$ cat src/rtl/acq_pkg.sv
package acq_pkg;

    localparam int DESC_WORDS = 4;

    localparam int FL_DONE  = 0;
    localparam int FL_CMPL  = 1;
    localparam int FL_ERR   = 2;
    localparam int FL_LARGE = 9;
    localparam int FL_BUF   = 12;
    localparam int FL_IRQ   = 13;

    typedef enum logic [3:0] {
        ST_IDLE, ST_RD0, ST_RD1, ST_RD2, ST_RD3,
        ST_CAP, ST_BUF, ST_WB1, ST_WB0, ST_ADV
    } eng_state_e;

    typedef enum logic {
        RING_TX = 1'b0,
        RING_RX = 1'b1
    } ring_sel_e;

    typedef struct packed {
        logic [15:0] opcode;
        logic [15:0] flags;
        logic [15:0] datalen;
        logic [63:0] buf_addr;
    } desc_t;

    function automatic logic [15:0] wb_flags(input logic [15:0] fl, input logic err);
        logic [15:0] r;
        r = fl;
        r[FL_DONE] = 1'b1;
        r[FL_CMPL] = 1'b1;
        if (err) r[FL_ERR] = 1'b1;
        return r;
    endfunction

    function automatic logic [15:0] ret_code(input logic err);
        return err ? 16'd1 : 16'd0;
    endfunction

endpackage

$ cat src/rtl/acq_ring_regs.sv
module acq_ring_regs #(
    parameter int CNT_W = 9
) (
    input  logic             clk,
    input  logic             rst,
    input  logic             wr_base_lo,
    input  logic             wr_base_hi,
    input  logic             wr_len,
    input  logic             wr_tail,
    input  logic [31:0]      wdata,
    input  logic             adv,
    input  logic             set_ovf,
    output logic [63:0]      base,
    output logic [CNT_W-1:0] count,
    output logic             en,
    output logic [CNT_W-1:0] head,
    output logic [CNT_W-1:0] tail,
    output logic             ovf,
    output logic             pending
);

    logic [CNT_W-1:0] head_inc;

    assign head_inc = head + 1'b1;
    assign pending  = en && (head != tail);

    always_ff @(posedge clk) begin
        if (rst) begin
            base  <= '0;
            count <= '0;
            en    <= 1'b0;
            head  <= '0;
            tail  <= '0;
            ovf   <= 1'b0;
        end else begin
            if (wr_base_lo) base[31:0]  <= wdata;
            if (wr_base_hi) base[63:32] <= wdata;
            if (wr_tail)    tail        <= wdata[CNT_W-1:0];
            if (wr_len) begin
                en    <= wdata[31];
                count <= wdata[CNT_W-1:0];
            end
            if (wr_len && !wdata[31])
                head <= '0;
            else if (adv && en)
                head <= (head_inc == count) ? '0 : head_inc;
            if (wr_len)
                ovf <= 1'b0;
            else if (set_ovf)
                ovf <= 1'b1;
        end
    end

    // head index stays inside the ring
    a_r3_head_in_range: assert property (@(posedge clk) disable iff (rst)
        (en && count != '0) |-> (head < count));

    // head moves by one step or returns to zero
    a_r3_head_step: assert property (@(posedge clk) disable iff (rst)
        (head != $past(head)) |-> (head == '0 || head == $past(head) + 1'b1));

    // overflow flag holds until the length register is written
    a_r11_ovf_sticky: assert property (@(posedge clk) disable iff (rst)
        (ovf && !wr_len) |=> ovf);

endmodule

$ cat src/rtl/acq_cmd_engine.sv
module acq_cmd_engine
    import acq_pkg::*;
#(
    parameter int CNT_W = 9
) (
    input  logic             clk,
    input  logic             rst,
    input  logic             tx_pending,
    input  logic [63:0]      tx_base,
    input  logic [CNT_W-1:0] tx_head,
    input  logic             rx_room,
    input  logic [63:0]      rx_base,
    input  logic [CNT_W-1:0] rx_head,
    input  logic             evt_valid,
    input  logic [15:0]      evt_opcode,
    input  logic [31:0]      evt_data,
    output logic             evt_ready,
    output logic             rx_drop,
    output logic             tx_adv,
    output logic             rx_adv,
    output logic             cmd_irq,
    output logic             mem_req,
    output logic             mem_we,
    output logic [63:0]      mem_addr,
    output logic [31:0]      mem_wdata,
    input  logic [31:0]      mem_rdata
);

    localparam logic [63:0] WORD_STEP = 64'(DESC_WORDS);

    eng_state_e  state;
    ring_sel_e   sel;
    logic [63:0] daddr;
    desc_t       desc;
    logic [15:0] ev_op_q;
    logic [31:0] ev_data_q;
    logic        cmd_err;
    logic [15:0] op_out;

    assign cmd_err = (sel == RING_TX) && desc.flags[FL_BUF] && (desc.datalen == 16'd0);
    assign op_out  = (sel == RING_RX) ? ev_op_q : desc.opcode;

    always_ff @(posedge clk) begin
        if (rst) begin
            state     <= ST_IDLE;
            sel       <= RING_TX;
            daddr     <= '0;
            desc      <= '0;
            ev_op_q   <= '0;
            ev_data_q <= '0;
        end else begin
            unique case (state)
                ST_IDLE: begin
                    if (tx_pending) begin
                        sel   <= RING_TX;
                        daddr <= tx_base + 64'(tx_head) * WORD_STEP;
                        state <= ST_RD0;
                    end else if (evt_valid && rx_room) begin
                        sel       <= RING_RX;
                        daddr     <= rx_base + 64'(rx_head) * WORD_STEP;
                        ev_op_q   <= evt_opcode;
                        ev_data_q <= evt_data;
                        state     <= ST_RD0;
                    end
                end
                ST_RD0: state <= ST_RD1;
                ST_RD1: begin
                    desc.opcode <= mem_rdata[31:16];
                    desc.flags  <= mem_rdata[15:0];
                    state       <= ST_RD2;
                end
                ST_RD2: begin
                    desc.datalen <= mem_rdata[15:0];
                    state        <= ST_RD3;
                end
                ST_RD3: begin
                    desc.buf_addr[31:0] <= mem_rdata;
                    state               <= ST_CAP;
                end
                ST_CAP: begin
                    desc.buf_addr[63:32] <= mem_rdata;
                    state                <= ST_BUF;
                end
                ST_BUF: state <= ST_WB1;
                ST_WB1: state <= ST_WB0;
                ST_WB0: state <= ST_ADV;
                ST_ADV: state <= ST_IDLE;
                default: state <= ST_IDLE;
            endcase
        end
    end

    always_comb begin
        mem_req   = 1'b0;
        mem_we    = 1'b0;
        mem_addr  = '0;
        mem_wdata = '0;
        evt_ready = 1'b0;
        rx_drop   = 1'b0;
        tx_adv    = 1'b0;
        rx_adv    = 1'b0;
        cmd_irq   = 1'b0;
        unique case (state)
            ST_IDLE: begin
                evt_ready = !tx_pending;
                rx_drop   = !tx_pending && evt_valid && !rx_room;
            end
            ST_RD0: begin
                mem_req  = 1'b1;
                mem_addr = daddr;
            end
            ST_RD1: begin
                mem_req  = 1'b1;
                mem_addr = daddr + 64'd1;
            end
            ST_RD2: begin
                mem_req  = 1'b1;
                mem_addr = daddr + 64'd2;
            end
            ST_RD3: begin
                mem_req  = 1'b1;
                mem_addr = daddr + 64'd3;
            end
            ST_BUF: begin
                if (desc.flags[FL_BUF]) begin
                    mem_req   = 1'b1;
                    mem_we    = 1'b1;
                    mem_addr  = desc.buf_addr;
                    mem_wdata = (sel == RING_TX) ? {desc.opcode, desc.datalen} : ev_data_q;
                end
            end
            ST_WB1: begin
                mem_req   = 1'b1;
                mem_we    = 1'b1;
                mem_addr  = daddr + 64'd1;
                mem_wdata = {ret_code(cmd_err), desc.datalen};
            end
            ST_WB0: begin
                mem_req   = 1'b1;
                mem_we    = 1'b1;
                mem_addr  = daddr;
                mem_wdata = {op_out, wb_flags(desc.flags, cmd_err)};
            end
            ST_ADV: begin
                tx_adv  = (sel == RING_TX);
                rx_adv  = (sel == RING_RX);
                cmd_irq = (sel == RING_TX) && desc.flags[FL_IRQ];
            end
            default: ;
        endcase
    end

    // completion pulse only right after a descriptor write-back
    a_r8_irq_after_wb: assert property (@(posedge clk) disable iff (rst)
        cmd_irq |-> $past(mem_we));

    // a dropped event never coincides with a memory access
    a_r11_drop_quiet: assert property (@(posedge clk) disable iff (rst)
        rx_drop |-> !mem_req);

endmodule

$ cat src/rtl/acq_ring_engine.sv
module acq_ring_engine
    import acq_pkg::*;
#(
    parameter int CNT_W = 9
) (
    input  logic        clk,
    input  logic        rst,
    input  logic        reg_wr,
    input  logic [3:0]  reg_addr,
    input  logic [31:0] reg_wdata,
    output logic [31:0] reg_rdata,
    output logic        mem_req,
    output logic        mem_we,
    output logic [63:0] mem_addr,
    output logic [31:0] mem_wdata,
    input  logic [31:0] mem_rdata,
    input  logic        evt_valid,
    output logic        evt_ready,
    input  logic [15:0] evt_opcode,
    input  logic [31:0] evt_data,
    output logic        cmd_irq,
    output logic        rx_overflow
);

    localparam int NRING = 2;

    logic [63:0]      r_base  [NRING];
    logic [CNT_W-1:0] r_count [NRING];
    logic [CNT_W-1:0] r_head  [NRING];
    logic [CNT_W-1:0] r_tail  [NRING];
    logic [NRING-1:0] r_en, r_ovf, r_pend, r_adv, r_setovf;
    logic             tx_adv, rx_adv, rx_drop;

    assign r_adv    = {rx_adv, tx_adv};
    assign r_setovf = {rx_drop, 1'b0};

    for (genvar g = 0; g < NRING; g++) begin : g_ring
        logic sel_ring;
        assign sel_ring = reg_wr && (reg_addr[3] == g[0]);
        acq_ring_regs #(.CNT_W(CNT_W)) u_ring (
            .clk        (clk),
            .rst        (rst),
            .wr_base_lo (sel_ring && reg_addr[2:0] == 3'd0),
            .wr_base_hi (sel_ring && reg_addr[2:0] == 3'd1),
            .wr_len     (sel_ring && reg_addr[2:0] == 3'd2),
            .wr_tail    (sel_ring && reg_addr[2:0] == 3'd4),
            .wdata      (reg_wdata),
            .adv        (r_adv[g]),
            .set_ovf    (r_setovf[g]),
            .base       (r_base[g]),
            .count      (r_count[g]),
            .en         (r_en[g]),
            .head       (r_head[g]),
            .tail       (r_tail[g]),
            .ovf        (r_ovf[g]),
            .pending    (r_pend[g])
        );
    end

    always_comb begin
        reg_rdata = '0;
        unique case (reg_addr[2:0])
            3'd0: reg_rdata = r_base[reg_addr[3]][31:0];
            3'd1: reg_rdata = r_base[reg_addr[3]][63:32];
            3'd2: begin
                reg_rdata[31]          = r_en[reg_addr[3]];
                reg_rdata[30]          = r_ovf[reg_addr[3]];
                reg_rdata[CNT_W-1:0]   = r_count[reg_addr[3]];
            end
            3'd3: reg_rdata[CNT_W-1:0] = r_head[reg_addr[3]];
            3'd4: reg_rdata[CNT_W-1:0] = r_tail[reg_addr[3]];
            default: ;
        endcase
    end

    assign rx_overflow = r_ovf[1];

    acq_cmd_engine #(.CNT_W(CNT_W)) u_eng (
        .clk        (clk),
        .rst        (rst),
        .tx_pending (r_pend[0]),
        .tx_base    (r_base[0]),
        .tx_head    (r_head[0]),
        .rx_room    (r_pend[1]),
        .rx_base    (r_base[1]),
        .rx_head    (r_head[1]),
        .evt_valid  (evt_valid),
        .evt_opcode (evt_opcode),
        .evt_data   (evt_data),
        .evt_ready  (evt_ready),
        .rx_drop    (rx_drop),
        .tx_adv     (tx_adv),
        .rx_adv     (rx_adv),
        .cmd_irq    (cmd_irq),
        .mem_req    (mem_req),
        .mem_we     (mem_we),
        .mem_addr   (mem_addr),
        .mem_wdata  (mem_wdata),
        .mem_rdata  (mem_rdata)
    );

    // an enabled transmit head only moves after a descriptor write two cycles earlier
    a_r5_wb_before_head: assert property (@(posedge clk) disable iff (rst)
        (r_en[0] && r_head[0] != $past(r_head[0])) |-> $past(mem_we, 2));

endmodule

$ cat config.mk
export PLATFORM = sky130hd
export DESIGN_NAME = acq_ring_engine
export DESIGN_NICKNAME = d
export VERILOG_FILES = /design/src/rtl/acq_pkg.sv /design/src/rtl/acq_ring_regs.sv /design/src/rtl/acq_cmd_engine.sv /design/src/rtl/acq_ring_engine.sv
export SDC_FILE = /design/constraint.sdc
export NUM_CORES = 1
export LEC_CHECK = 0
export ABC_AREA = 0
export BUFFER_PORTS_ARGS = -buffer_cell sky130_fd_sc_hd__buf_4
export CORE_ASPECT_RATIO = 0.5
export CORE_MARGIN = 3
export CORE_UTILIZATION = 40
export DETAILED_ROUTE_END_ITERATION = 16
export MAX_ROUTING_LAYER = met4
export PLACE_DENSITY = 0.62
export SETUP_SLACK_MARGIN = 0.1
export SYNTH_ARGS = -nofsm -noshare
export SYNTH_HDL_FRONTEND = slang
export SYNTH_HIERARCHICAL = 1
export SYNTH_SLANG_ARGS = --single-unit
export TNS_END_PERCENT = 10
$ cat constraint.sdc
create_clock -name clk -period 3.4 [get_ports clk]
set_input_delay 0.34 -clock clk [delete_from_list [all_inputs] [get_ports clk]]
set_output_delay 0.34 -clock clk [all_outputs]
set_load 0.005 [all_outputs]
; Word-level counts from Yosys, hierarchy flattened
; Cells that the tools add are included.
[word_totals]
latchBits = 0
inputBits = 120
ff_bits = 414
output_inout_bits = 133
elab_cells = 136
n_memories = 0
mem_bits_ro = 0
ramBits = 0
[classes]
n_reduce_logical = 38
order_cmp = 2
add_sub_neg = 7
n_div = 0
muxes = 44
bitwise_logic = 4
mul = 0
n_eq_ne = 18
n_shift = 0
[op_table]
columns = op, count
row1 = $mux W64, 6
row2 = $pmux W64 S5, 1
row3 = $add A64 B11 Y64, 2
row4 = $add A64 B2 Y64 const B, 2
row5 = $mux W9, 11
row6 = $pmux W32 S3, 1
row7 = $add A64 B1 Y64 const B, 1
row8 = $mux W32, 2
row9 = $pmux W9 S5, 1
row10 = $pmux W21 S2, 1
row11 = $pmux W4 S9, 1
row12 = $logic_and A1 B1 Y1, 22
row13 = $add A9 B1 Y9 const B, 2
row14 = $eq A9 B9 Y1, 2
row15 = $ne A9 B9 Y1, 2
row16 = $eq A4 B3 Y1 const B, 4
row17 = $logic_not A16 Y1, 1
row18 = $mux W16, 1
row19 = $mux W1, 14
row20 = $reduce_or A2 Y1, 6
row21 = $eq A4 B2 Y1 const B, 2
row22 = $eq A4 B4 Y1 const B, 2
row23 = $mux W4, 2
row24 = $eq A3 B2 Y1 const B, 2
row25 = other kinds (17), 22

; Longest topological paths before layout
[depth]
word_depth = 6
ltp_mapped = 12
mapped_depth_nobuf = 10

; Hierarchy
; Netlist, hierarchy kept.
[by_module_without_submodules]
columns = mod, area_each_um2, cells_each, seq_area_each_um2, n_inst
row1 = acq_cmd_engine, 14808.0, 2108, 4544.4, 1
row2 = acq_ring_regs, 3737.3, 382, 1861.8, 2
row3 = acq_ring_engine, 1547.7, 191, 0.0, 1

; Worst setup path after synthesis
; No wires, ideal clock.
[synth_timing]
path_type = reg2out
start = register u_eng.state[1]
end = output port mem_addr[45]
t_required_ns = 3.060
arrival_time_ns = 2.852
stages_incl_launch_ff = 12
slack_ns = 0.208
n_path_buf = 2
cell_sequence = dfxtp_1 > clkbuf_1 > clkbuf_1 > nand3_1 > ha_1 > a21o_1 > nand4_1 > o211a_1 > nor2_1 > o21ai_0 > a21o_1 > a221o_1
[synth_via]
elab_chain_len = 3
elab_cells_between_ends = 10
cone_classes = eq/ne: 7 / mux: 1 / reduce/logical: 2
[synth_rtl]
columns = element, line_no
row1 = from (decl), acq_cmd_engine.sv:31  ; eng_state_e state;
row2 = from (signal assigned), acq_cmd_engine.sv:45  ; state <= ST_IDLE;
row3 = from (signal assigned), acq_cmd_engine.sv:57  ; state <= ST_RD0;
row4 = from (signal assigned), acq_cmd_engine.sv:63  ; state <= ST_RD0;
row5 = "$eq A4 B1 Y1, or another cell as far along", acq_cmd_engine.sv:103  ; unique case (state)
row6 = $reduce_or A2 Y1 (no source line), -
row7 = $pmux W64 S5 *, acq_cmd_engine.sv:103
row8 = to (decl), acq_ring_engine.sv:14  ; output logic [63:0] mem_addr,
; Mark *: on every way between the ends. The rest lies on a longest branch, timed or not.

; Final worst setup path
[layout_timing]
start = register u_eng.state[2]
end = output port mem_addr[19]
; The elaborated chain is that of the path after synthesis.

==> flow_summary.yaml <==
flow_run:
  cap_viol_max_count: 0
grt:
  grt.overflow.total: 0
  antenna_found_initial: 1
  track_usage_pct: 32.07
  grt_pass1_vias: 23250
  grt_pass1_wl_um: 149200
  grt_max_degree: 153
die:
  ios: 253
  rows: 62
  die_h_um: 178.6
  dieArea_sq_um: 62720
  die_w_um: 351.2
  core_sq_um: 58100
  start_util_pct: 41.01
layout:
  nNetsFinal: 3524
  drive_gt1_share_pct: 19.79
  nFillCells: 5702
  area_delta_synth_final_pct: 23.77
  regArea_sq_um: 8282
  multi_input_area_sq_um: 14960
  stdcell_count: 4179
placed_design:
  gp_congestion: 0.9938
  dp_hpwl_um: 76880
  place_ws_ns: 0.03561
  dp_cells: 4095
  portBuffers: 252
critical_path:
  crit_buf_inv: 2
  crit_path_end_kind: "primary output"
  crit_path_start_kind: "flip-flop"
  crit_family: "compound AO/OA/AOI/OAI gates"
  cp_num_cells: 11
  worstPathRequired_ns: 3.06
  critPathMaxFanout: 4
  path_common_cell: "buf_4"
  path_cells: "xnor2_2 > nand3_2 > ha_4 > a21o_1 > nand4_1 > o211a_4 > buf_4 > a211oi_2 > nor2_1 > a221o_1 > buf_4"
  reg2reg_depth: 7
  ff2ff_setup_slack_ns: 0.10
  setup.worst_path.class: "flip-flop to primary output"
  slowest_stage: "a221o_1"
  arrival_ns: 3.21
  max_stage_delay_ns: 0.36
routing:
  routed_wl_um: 101300
  drtIter0Drc: 2499
  antenna_left: 0
  wire_per_inst_um: 24.25
  drc: 0
  dr.pass1.iters: 8
  via_per_inst: 5.951
  vias: 24870
status:
  violations: "negative setup slack"
  status: "complete, but fails checks"
synthesis:
  yosys-top-cells-area: "dfxtp_1 (35%), mux2i_1 (11%), nand2_1 (8.6%)"
  synth_ff_type: "dfxtp_1"
  syn_nets: 3208
  synth.distinct_cells: 89
  yosysTopAreaCellShare_pct: 34.69
  syn_area_sq_um: 23830
  synthMostInstantiatedCell: "nand2_1"
  ys_warn_count: 6
  syn_area_per_cell_sq_um: 7.780
  yosys.area.top_type: "dfxtp_1"
  yosysSeqAreaShare_pct: 34.69
  synth_common_cells: "nand2_1 (545), dfxtp_1 (413), nor2_1 (307), mux2i_1 (268), a21oi_1 (214)"
  synthesis.instances: 3063
  synthArstFlopShare_pct: 0
  synth_edf_count: 0
  synth_seq_cells: 413
timing:
  fmax_mhz: 282.0
  setup-tns-final_ns: -2.363
  setup_ws_ns: -0.1457
  clock_skew_ns: 0.02604
  maxSlewViolCount: 0
  max_slew_margin_pct: 24.90
  period_share_pct: 104.3
  worst_slew_pin_slew_ns: 1.119
  setup_violations: 35
  min_period_ns: 3.546
  timing.hold.ws_ns: 0.01574
  rsz0062_at_grt: "true"
  hold_violations: 0
pwr:
  clockPowerShare_pct: 46.1
  fin_total_pwr_uw: 10160
  switchingPower_uw: 2468
  swShare_pct: 24.29
  power_frac_seq_pct: 48.4
  ir_worst_vdd_v: 0.0002910
  p_per_area_nw_per_um2: 344.4
  combinationalPowerShare_pct: 5.5
  cell_internal_pwr_uw: 7690
  leakagePower_uw: 0.01082
clock_network:
  clock_path_buffers: 3
  cts_sinks: 413
  path_clk_slew_ns: 0.07
  cts-htree-levels: 2
  cts_tree: "done"
  clockRootBuffer: "clkbuf_16"
  insertion_delay_ns: 0.59
  cts_buffers: 40
min_path:
  hold_depth: 3
  worstHoldPathType: "input pin to flip-flop"
power groups by stage:
| stage | clock network, uW | registers, uW | logic, uW |
|---|---|---|---|
| 2_1_floorplan | 0 | 5010 | 266 |
| 3_3_place_gp | 0 | 5020 | 543 |
| 3_5_place_dp | 0 | 5020 | 545 |
| 4_1_cts | 4770 | 4910 | 550 |
| 5_1_grt | 4960 | 4920 | 589 |
| 6_report | 4690 | 4910 | 557 |
final cells by class:
| class | instances | area share (%) |
|---|---|---|
| diodes | 1 | 0.008484 |
| repair buffers | 481 | 12.76 |
| multi-input cells | 2389 | 50.71 |
| inverters | 54 | 0.6872 |
| clock inverters | 17 | 0.6236 |
| well taps | 768 | 3.258 |
| clock buffers | 56 | 3.873 |
| flip-flops and latches | 413 | 28.08 |
sequential cells by signal (all words and copies together), names as in the netlist:
signal               cells
g_ring.u_ring/head      18
u_eng/daddr             64
g_ring.u_ring/en         2
g_ring.u_ring/count     18
g_ring.u_ring/tail      18
u_eng/desc             110
g_ring.u_ring/ovf        2
g_ring.u_ring/base     128
u_eng/ev_data_q         32
u_eng/state              4
u_eng/sel                1
u_eng/ev_op_q           16
worst reg2reg max path, delay by kind of cell (launching register included):
kind                      cells  cell delay (ns)
and+or+nand+nor               4             2.15
DFF                           1             0.57
AOI/OAI and AO/OA             2             0.27
xor gates and xnor gates      1             0.22
layout by cell type (no fill, tap or decap), types with 28 or more instances in the layout:
cell type	Yosys	routed
inv_1	52	52
mux2i_1	268	268
a22oi_1	44	44
o21ai_0	125	106
nor2_1	307	293
or3_1	32	28
xor2_1	74	74
nand2_1	545	539
xnor2_1	76	75
o22ai_1	53	53
nor4_1	45	41
dfxtp_1	413	402
nand3_1	80	73
nor3_1	96	90
buf_4	8	457
a21oi_1	214	212
clkbuf_16	0	41
nand4_1	64	64
stage by stage:
stage / instance area (sq um) / utilization [%]
finish: 29500 / 50.76
global route: 29500 / 50.76
CTS: 29250 / 50.34
detailed placement: 27550 / 47.42
global placement: 27550 / 47.42
floorplan: 23830 / -
logic make-up (layout without fill, tap and decap cells):
family                   count (synthesis)  count (layout)  share of synthesized area [%]
AND/OR/NAND/NOR                       1303            1303                          25.20
AO/OA/AOI/OAI                          641             641                          17.12
flip-flops                             413             413                          34.69
multiplexers                           269             269                          11.30
buffers and inverters                  261             608                          4.746
XOR/XNOR                               150             150                          5.513
adder cells (fa/ha/maj)                 25              25                          1.407
other                                    1               2                        0.01574
path summary, 6_finish.rpt:
check,end,from
worst max-delay path,mem_addr[19],u_eng/state[2]
worst min register to register,u_eng/ev_op_q[2],u_eng/ev_op_q[2]
worst max register to register,u_eng/daddr[57],g_ring[1].u_ring/base[38]
worst min-delay path,u_eng/ev_data_q[10],evt_data[10]
routing by layer:
metal	vias up	GRT usage, %	wire length (um)
met5	-	-	0
met3	170	4.905	7912
met4	0	9.543	3114
li1	11570	-	-
met1	12030	43.77	45410
met2	1101	49.07	44890
timing repair:
action | 4_1_cts | 5_1_grt
gates resized for setup | 99 | 48
pin swaps | 29 | 38
hold endpoints to repair | 1 | 0
hold buffers | 1 | 0
gates cloned | 0 | 0
setup endpoints to repair | 71 | 74
buffers inserted | 3 | 7
No activity file was read; power rests on OpenSTA's default activity.
